**src/rtl/i2cr_pkg.sv**
```systemverilog
package i2cr_pkg;
  typedef enum logic [3:0] {
    ST_IDLE,
    ST_ADDR,
    ST_ADDR_ACK,
    ST_PTR,
    ST_PTR_ACK,
    ST_WR,
    ST_WR_ACK,
    ST_RD,
    ST_RD_ACK,
    ST_WAIT
  } bus_st_t;
endpackage

```
**src/rtl/i2cr_linecond.sv**
```systemverilog
module i2cr_linecond (
  input  logic clk,
  input  logic rst_n,
  input  logic scl_i,
  input  logic sda_i,
  output logic scl_lvl_o,
  output logic scl_rise_o,
  output logic scl_fall_o,
  output logic start_o,
  output logic stop_o
);
  logic scl_q, sda_q;

  always_ff @(posedge clk or negedge rst_n) begin
    if (!rst_n) begin
      scl_q <= 1'b1;
      sda_q <= 1'b1;
    end else begin
      scl_q <= scl_i;
      sda_q <= sda_i;
    end
  end

  assign scl_lvl_o  = scl_q;
  assign scl_rise_o = !scl_q && scl_i;
  assign scl_fall_o = scl_q && !scl_i;
  assign start_o    = scl_q && scl_i && sda_q && !sda_i;
  assign stop_o     = scl_q && scl_i && !sda_q && sda_i;
endmodule

```
**src/rtl/i2cr_regbank.sv**
```systemverilog
module i2cr_regbank #(
  parameter int DEPTH = 16,
  parameter int PTR_W = 7
) (
  input  logic               clk,
  input  logic               rst_n,
  input  logic               we_i,
  input  logic [PTR_W-1:0]   waddr_i,
  input  logic [7:0]         wdata_i,
  input  logic [PTR_W-1:0]   raddr_i,
  output logic [7:0]         rdata_o,
  output logic [DEPTH*8-1:0] view_o
);
  localparam int IDX_W = (DEPTH > 1) ? $clog2(DEPTH) : 1;

  for (genvar g = 0; g < DEPTH; g++) begin : g_byte
    logic [7:0] byte_q;
    always_ff @(posedge clk or negedge rst_n) begin
      if (!rst_n) byte_q <= 8'h00;
      else if (we_i && waddr_i == PTR_W'(g)) byte_q <= wdata_i;
    end
    assign view_o[g*8 +: 8] = byte_q;
  end

  logic [IDX_W-1:0] ridx;
  assign ridx    = raddr_i[IDX_W-1:0];
  assign rdata_o = (int'(raddr_i) < DEPTH) ? view_o[ridx*8 +: 8] : 8'h00;

  // data aimed above the bank leaves every register untouched
  a_r9_drop_high: assert property (@(posedge clk) disable iff (!rst_n)
    (we_i && int'(waddr_i) >= DEPTH) |=> $stable(view_o));
endmodule

```
**src/rtl/i2cr_port.sv**
```systemverilog
module i2cr_port
  import i2cr_pkg::*;
#(
  parameter int         DEPTH  = 16,
  parameter int         PIN_W  = 2,
  parameter logic [4:0] DEV_HI = 5'b10010
) (
  input  logic               clk,
  input  logic               rst_n,
  input  logic               scl_i,
  input  logic               sda_i,
  input  logic [PIN_W-1:0]   dev_pins_i,
  output logic               sda_oe_o,
  output logic [DEPTH*8-1:0] regs_o
);
  localparam int PTR_W = 7;
  localparam int CNT_W = 4;
  localparam logic [CNT_W-1:0] BYTE_DONE = CNT_W'(8);

  logic scl_lvl, scl_rise, scl_fall, start_c, stop_c;

  i2cr_linecond u_cond (
    .clk       (clk),
    .rst_n     (rst_n),
    .scl_i     (scl_i),
    .sda_i     (sda_i),
    .scl_lvl_o (scl_lvl),
    .scl_rise_o(scl_rise),
    .scl_fall_o(scl_fall),
    .start_o   (start_c),
    .stop_o    (stop_c)
  );

  bus_st_t          state;
  logic [CNT_W-1:0] cnt;
  logic [7:0]       sh, tx;
  logic [PTR_W-1:0] ptr;
  logic             step, rd_req, m_ack;
  logic             we, match, byte_end;
  logic [7:0]       rdata;

  assign match    = (sh[7:8-(8-PIN_W-1)] == DEV_HI) && (sh[PIN_W:1] == dev_pins_i);
  assign byte_end = scl_fall && (cnt == BYTE_DONE);
  assign we       = (state == ST_WR) && byte_end;

  i2cr_regbank #(.DEPTH(DEPTH), .PTR_W(PTR_W)) u_bank (
    .clk    (clk),
    .rst_n  (rst_n),
    .we_i   (we),
    .waddr_i(ptr),
    .wdata_i(sh),
    .raddr_i(ptr),
    .rdata_o(rdata),
    .view_o (regs_o)
  );

  always_ff @(posedge clk or negedge rst_n) begin
    if (!rst_n) begin
      state  <= ST_IDLE;
      cnt    <= '0;
      sh     <= 8'h00;
      tx     <= 8'h00;
      ptr    <= '0;
      step   <= 1'b0;
      rd_req <= 1'b0;
      m_ack  <= 1'b0;
    end else if (start_c) begin
      state <= ST_ADDR;
      cnt   <= '0;
    end else if (stop_c) begin
      state <= ST_IDLE;
      cnt   <= '0;
    end else begin
      case (state)
        ST_ADDR, ST_PTR, ST_WR: begin
          if (scl_rise) begin
            sh  <= {sh[6:0], sda_i};
            cnt <= cnt + CNT_W'(1);
          end else if (byte_end) begin
            cnt <= '0;
            if (state == ST_ADDR) begin
              rd_req <= sh[0];
              state  <= match ? ST_ADDR_ACK : ST_WAIT;
            end else if (state == ST_PTR) begin
              ptr   <= sh[PTR_W-1:0];
              step  <= sh[7];
              state <= ST_PTR_ACK;
            end else begin
              state <= ST_WR_ACK;
            end
          end
        end
        ST_ADDR_ACK: if (scl_fall) begin
          if (rd_req) begin
            tx    <= rdata;
            state <= ST_RD;
          end else begin
            state <= ST_PTR;
          end
        end
        ST_PTR_ACK: if (scl_fall) state <= ST_WR;
        ST_WR_ACK: if (scl_fall) begin
          state <= ST_WR;
          if (step) ptr <= ptr + PTR_W'(1);
        end
        ST_RD: begin
          if (scl_rise) cnt <= cnt + CNT_W'(1);
          else if (byte_end) begin
            cnt   <= '0;
            state <= ST_RD_ACK;
            if (step) ptr <= ptr + PTR_W'(1);
          end else if (scl_fall) tx <= {tx[6:0], 1'b0};
        end
        ST_RD_ACK: begin
          if (scl_rise) m_ack <= !sda_i;
          else if (scl_fall) begin
            if (m_ack) begin
              tx    <= rdata;
              state <= ST_RD;
            end else begin
              state <= ST_WAIT;
            end
          end
        end
        default: ;
      endcase
    end
  end

  always_comb begin
    case (state)
      ST_ADDR_ACK, ST_PTR_ACK, ST_WR_ACK: sda_oe_o = 1'b1;
      ST_RD:                              sda_oe_o = !tx[7];
      default:                            sda_oe_o = 1'b0;
    endcase
  end

  // drive changes only follow a low SCL level
  a_r11_sda_low_change: assert property (@(posedge clk) disable iff (!rst_n)
    $changed(sda_oe_o) |-> !scl_lvl);
  // pointer holds outside a pointer load when stepping is off
  a_r5_ptr_hold: assert property (@(posedge clk) disable iff (!rst_n)
    (state != ST_PTR && !step) |=> $stable(ptr));
  // a foreign address gets no acknowledge
  a_r2_no_ack: assert property (@(posedge clk) disable iff (!rst_n)
    (state == ST_ADDR && byte_end && !match && !start_c && !stop_c) |=>
      (state == ST_WAIT && !sda_oe_o));
  // a start rearms address reception from bit zero
  a_r10_start_rearm: assert property (@(posedge clk) disable iff (!rst_n)
    start_c |=> (state == ST_ADDR && cnt == '0));
  // master NACK releases the line
  a_r8_nack_release: assert property (@(posedge clk) disable iff (!rst_n)
    (state == ST_RD_ACK && scl_fall && !m_ack && !start_c && !stop_c) |=> !sda_oe_o);
endmodule

```
**config.mk**
```make
export PLATFORM = sky130hd
export DESIGN_NAME = i2cr_port
export DESIGN_NICKNAME = d
export VERILOG_FILES = /design/src/rtl/i2cr_pkg.sv /design/src/rtl/i2cr_linecond.sv /design/src/rtl/i2cr_regbank.sv /design/src/rtl/i2cr_port.sv
export SDC_FILE = /design/constraint.sdc
export NUM_CORES = 1
export LEC_CHECK = 0
export BUFFER_PORTS_ARGS = -buffer_cell sky130_fd_sc_hd__buf_2
export CORE_MARGIN = 8
export CORE_UTILIZATION = 51
export CTS_CLUSTER_DIAMETER = 50
export DETAILED_ROUTE_END_ITERATION = 8
export PLACE_DENSITY = 0.76
export SLEW_MARGIN = 20
export SYNTH_ARGS = -nofsm -noshare
export SYNTH_HDL_FRONTEND = slang
export SYNTH_SLANG_ARGS = --single-unit
```
**constraint.sdc**
```tcl
create_clock -name clk -period 2.1 [get_ports clk]
set_input_delay 0.315 -clock clk [delete_from_list [all_inputs] [get_ports clk]]
set_output_delay 0.315 -clock clk [all_outputs]
set_load 0.005 [all_outputs]
```
==> reports/qor.txt <==
Root Driver: clkbuf_16
Period utilization: 0.9941
Drt wl/cell: 23.20 µm
Worst-path clk slew: 0.06 ns
Fin area: 9812 µm²
First-pass GRT wire length: 34,910 µm
DRT Wirelength: 22,460 µm
Worst-path maximum fanout: 8
Skew final: 0.01150 ns
Outcome: complete, no violations
Unique masters post-synth: 53
Leakage power: 5.023 nW
CP endpoint kind: flip-flop
DRC: 0
CTS tree: yes
CP Launch Type: flip-flop
Post-synth ARST share: 1.000
Mapped Avg Cell Area: 13.39 µm²
Pin count of the biggest net entering global routing: 49
Starting density of the core: 0.5200
Clk sinks: 164
Initial drt markers: 488
CORE AREA: 15,150 µm²
Worst path buffer plus inverter count: 1
Final Net Count: 779
Endpoints failing hold: 0
Fmax: 0.4790 GHz
Cell area power density: 744.4 nW/µm²
Vias in the first global route: 6,065
Worst EP required: 2.41 ns
Dpl cell area: 9196 µm²
CTS Buf Count: 17
Number of synthesized register bits: 164
Yosys warning count: 0
Die width: 140.3 µm
Number of port buffers: 134
Via Count: 5,870
Rel. slew slack: 0.6564
Cells along the critical path: inv_2, ha_4, nand3b_1, nand2b_4, or4b_4, mux2_4
Worst Setup SP: cnt[0]
Reg2reg end: u_bank.g_byte[0].byte_q[2]
Clock Tree Buf Depth: 2
Max-Cap Viols: 0
Mapped Cells: 588
Number of H-tree levels: 4
Max-slew violation count: 0
Worst path slowest cell: or4b_4
Antenna cells: 0
Top delay family on crit path: simple AND/OR/NAND/NOR gates
Worst Setup EP: u_bank.g_byte[0].byte_q[2]
Total GRT Usage: 0.2286
Worst Reg-to-Reg Cells: 6
Post-Syn Area: 7875 µm²
DIE AREA: 19,670 µm²
Commonest non-fill, non-tap cell in the layout: dfrtp_1
Layout cell share with drive strength beyond 1: 0.5628
IO Count: 135
Critical Path Max Stage Delay: 0.65 ns
Initial antenna violation count: 0
Syn-to-layout area delta: 24.59%
EDFF count, synth: 0
Initial DRT Pass Iterations: 5
Hpwl dp: 15,930 µm
Top_reg_cell synth: dfrtp_1
R2r startpoint: cnt[0]
Most frequent cells in the layout: dfrtp_1, buf_2, mux2_2
Via/cell ratio: 6.064
Die Y: 140.3 µm
RSZ-0062 raised after global routing: true
Worst setup path class: reg -> reg
Data arrival time of the critical path: 2.40 ns
WP depth: 6
Worst-margin pin slew: 0.5155 ns
VDD IR max: 0.7124 mV
Grt ovf: 0
Clk Latency, worst-skew pair: 0.43 ns
Row cnt: 45
Reg-to-reg slack, setup: 0.01 ns
Hold Crit Class: in -> reg
Setup TNS: 0 ns
Final Setup Violations: 0
DRT antenna net count: 0
Seq/Total Area, Yosys: 0.5214
GP Congestion: 0.8995
Syn nets: 600
Min Tclk post-route: 2.088 ns
-- kinds of logic (layout without fill, tap and decap cells) --
logic type                 after synthesis  in the layout  synth area share
buffers and inverters                   47            239           0.02447
adders and majority gates                6              6          0.009533
AOI/OAI and AO/OA                       82             82           0.06943
muxes                                  172            172            0.2954
and+or+nand+nor                        113            113           0.07531
DFF                                    164            164            0.5214
xor gates and xnor gates                 4              4          0.004448
-- cell type report --
type | instances | area (µm²)
Clock buffer | 20 | 446.7
Sequential cell | 164 | 4108
Fill cell | 1090 | 5334
Timing Repair Buffer | 201 | 1274
Inverter | 6 | 22.52
Multi-Input combinational cell | 377 | 3627
Clock inverter | 12 | 98.84
Tap cell | 188 | 235.2
-- worst min path at each step --
stage / from / to / slack (ns) / cells past startpoint
after global routing: sda_i / u_cond.sda_q / 0.05 / 1
after global placement: rst_n / u_bank.g_byte[1].byte_q[0] / 0.30 / 1
final: sda_i / u_cond.sda_q / 0.05 / 1
after detailed placement: rst_n / cnt[2] / 0.30 / 1
after floorplan: rst_n / cnt[0] / 0.02 / 0
after CTS: sda_i / u_cond.sda_q / 0.04 / 1
-- state kept, by name, summed over array words and instances, names as in the netlist --
signal / count
ptr: 7
u_bank.g_byte.byte_q: 128
m_ack: 1
rd_req: 1
sh: 8
step: 1
tx: 8
cnt: 4
u_cond.scl_lvl_o: 1
state: 4
u_cond.sda_q: 1
-- synth_stat cells, types with 3 or more instances --
master | instances | area share
dfrtp_1 | 162 | 0.51
mux2_2 | 130 | 0.19
clkbuf_1 | 32 | 0.015
mux4_2 | 32 | 0.092
a21oi_1 | 28 | 0.018
nand2_1 | 27 | 0.013
nor2_1 | 26 | 0.012
a22oi_1 | 21 | 0.020
nand3_1 | 14 | 0.0089
nor2_2 | 10 | 0.0079
o21ai_0 | 9 | 0.0057
mux2_4 | 8 | 0.015
buf_2 | 7 | 0.0044
nand2b_1 | 7 | 0.0056
ha_1 | 6 | 0.0095
inv_1 | 5 | 0.0024
nor2b_1 | 5 | 0.0040
o22ai_1 | 5 | 0.0040
nand4_1 | 4 | 0.0032
xnor2_1 | 4 | 0.0044
a22o_1 | 3 | 0.0033
nor3_1 | 3 | 0.0019
-- report_power, final --
group	internal [W]	switching [W]	total, W	leakage, nW
clock	0.00157	0.00133	0.00290	0.261
combinational	0.000354	0.000703	0.00106	2.51
sequential	0.00326	0.0000866	0.00335	2.25
total	0.00519	0.00212	0.00730	5.02
-- what timing repair did --
action                     in CTS  in global routing
pin swaps                       0                  1
hold buffers                    1                  0
setup buffers                   0                  3
setup endpoints to repair      53                 87
gates resized for setup         3                 11
hold endpoints to repair       42                  0
-- routing by layer --
layer / vias to the layer above / global-route usage / part of all wire
met5: - / 0 / 0
met4: 0 / 0.07314 / 0.022
met3: 41 / 0.06286 / 0.077
met2: 281 / 0.3759 / 0.50
met1: 3010 / 0.2878 / 0.40
li1: 2538 / - / -
-- stage by stage --
stage / total power, W / utilization / setup slack (ns) / instances / hold slack, ns
CTS: 0.007278 / 0.6445 / 0.02362 / 966 / 0.04219
global route: 0.007542 / 0.6478 / -0.04847 / 968 / 0.04837
floorplan: 0.003944 / - / -0.009144 / 588 / 0.01941
detailed placement: 0.004403 / 0.6072 / -0.02979 / 933 / 0.3016
finish: 0.007304 / 0.6478 / 0.01231 / 968 / 0.04819
global placement: 0.004348 / 0.6072 / 0.001023 / 933 / 0.3041
No activity file was read; power rests on OpenSTA's default activity.
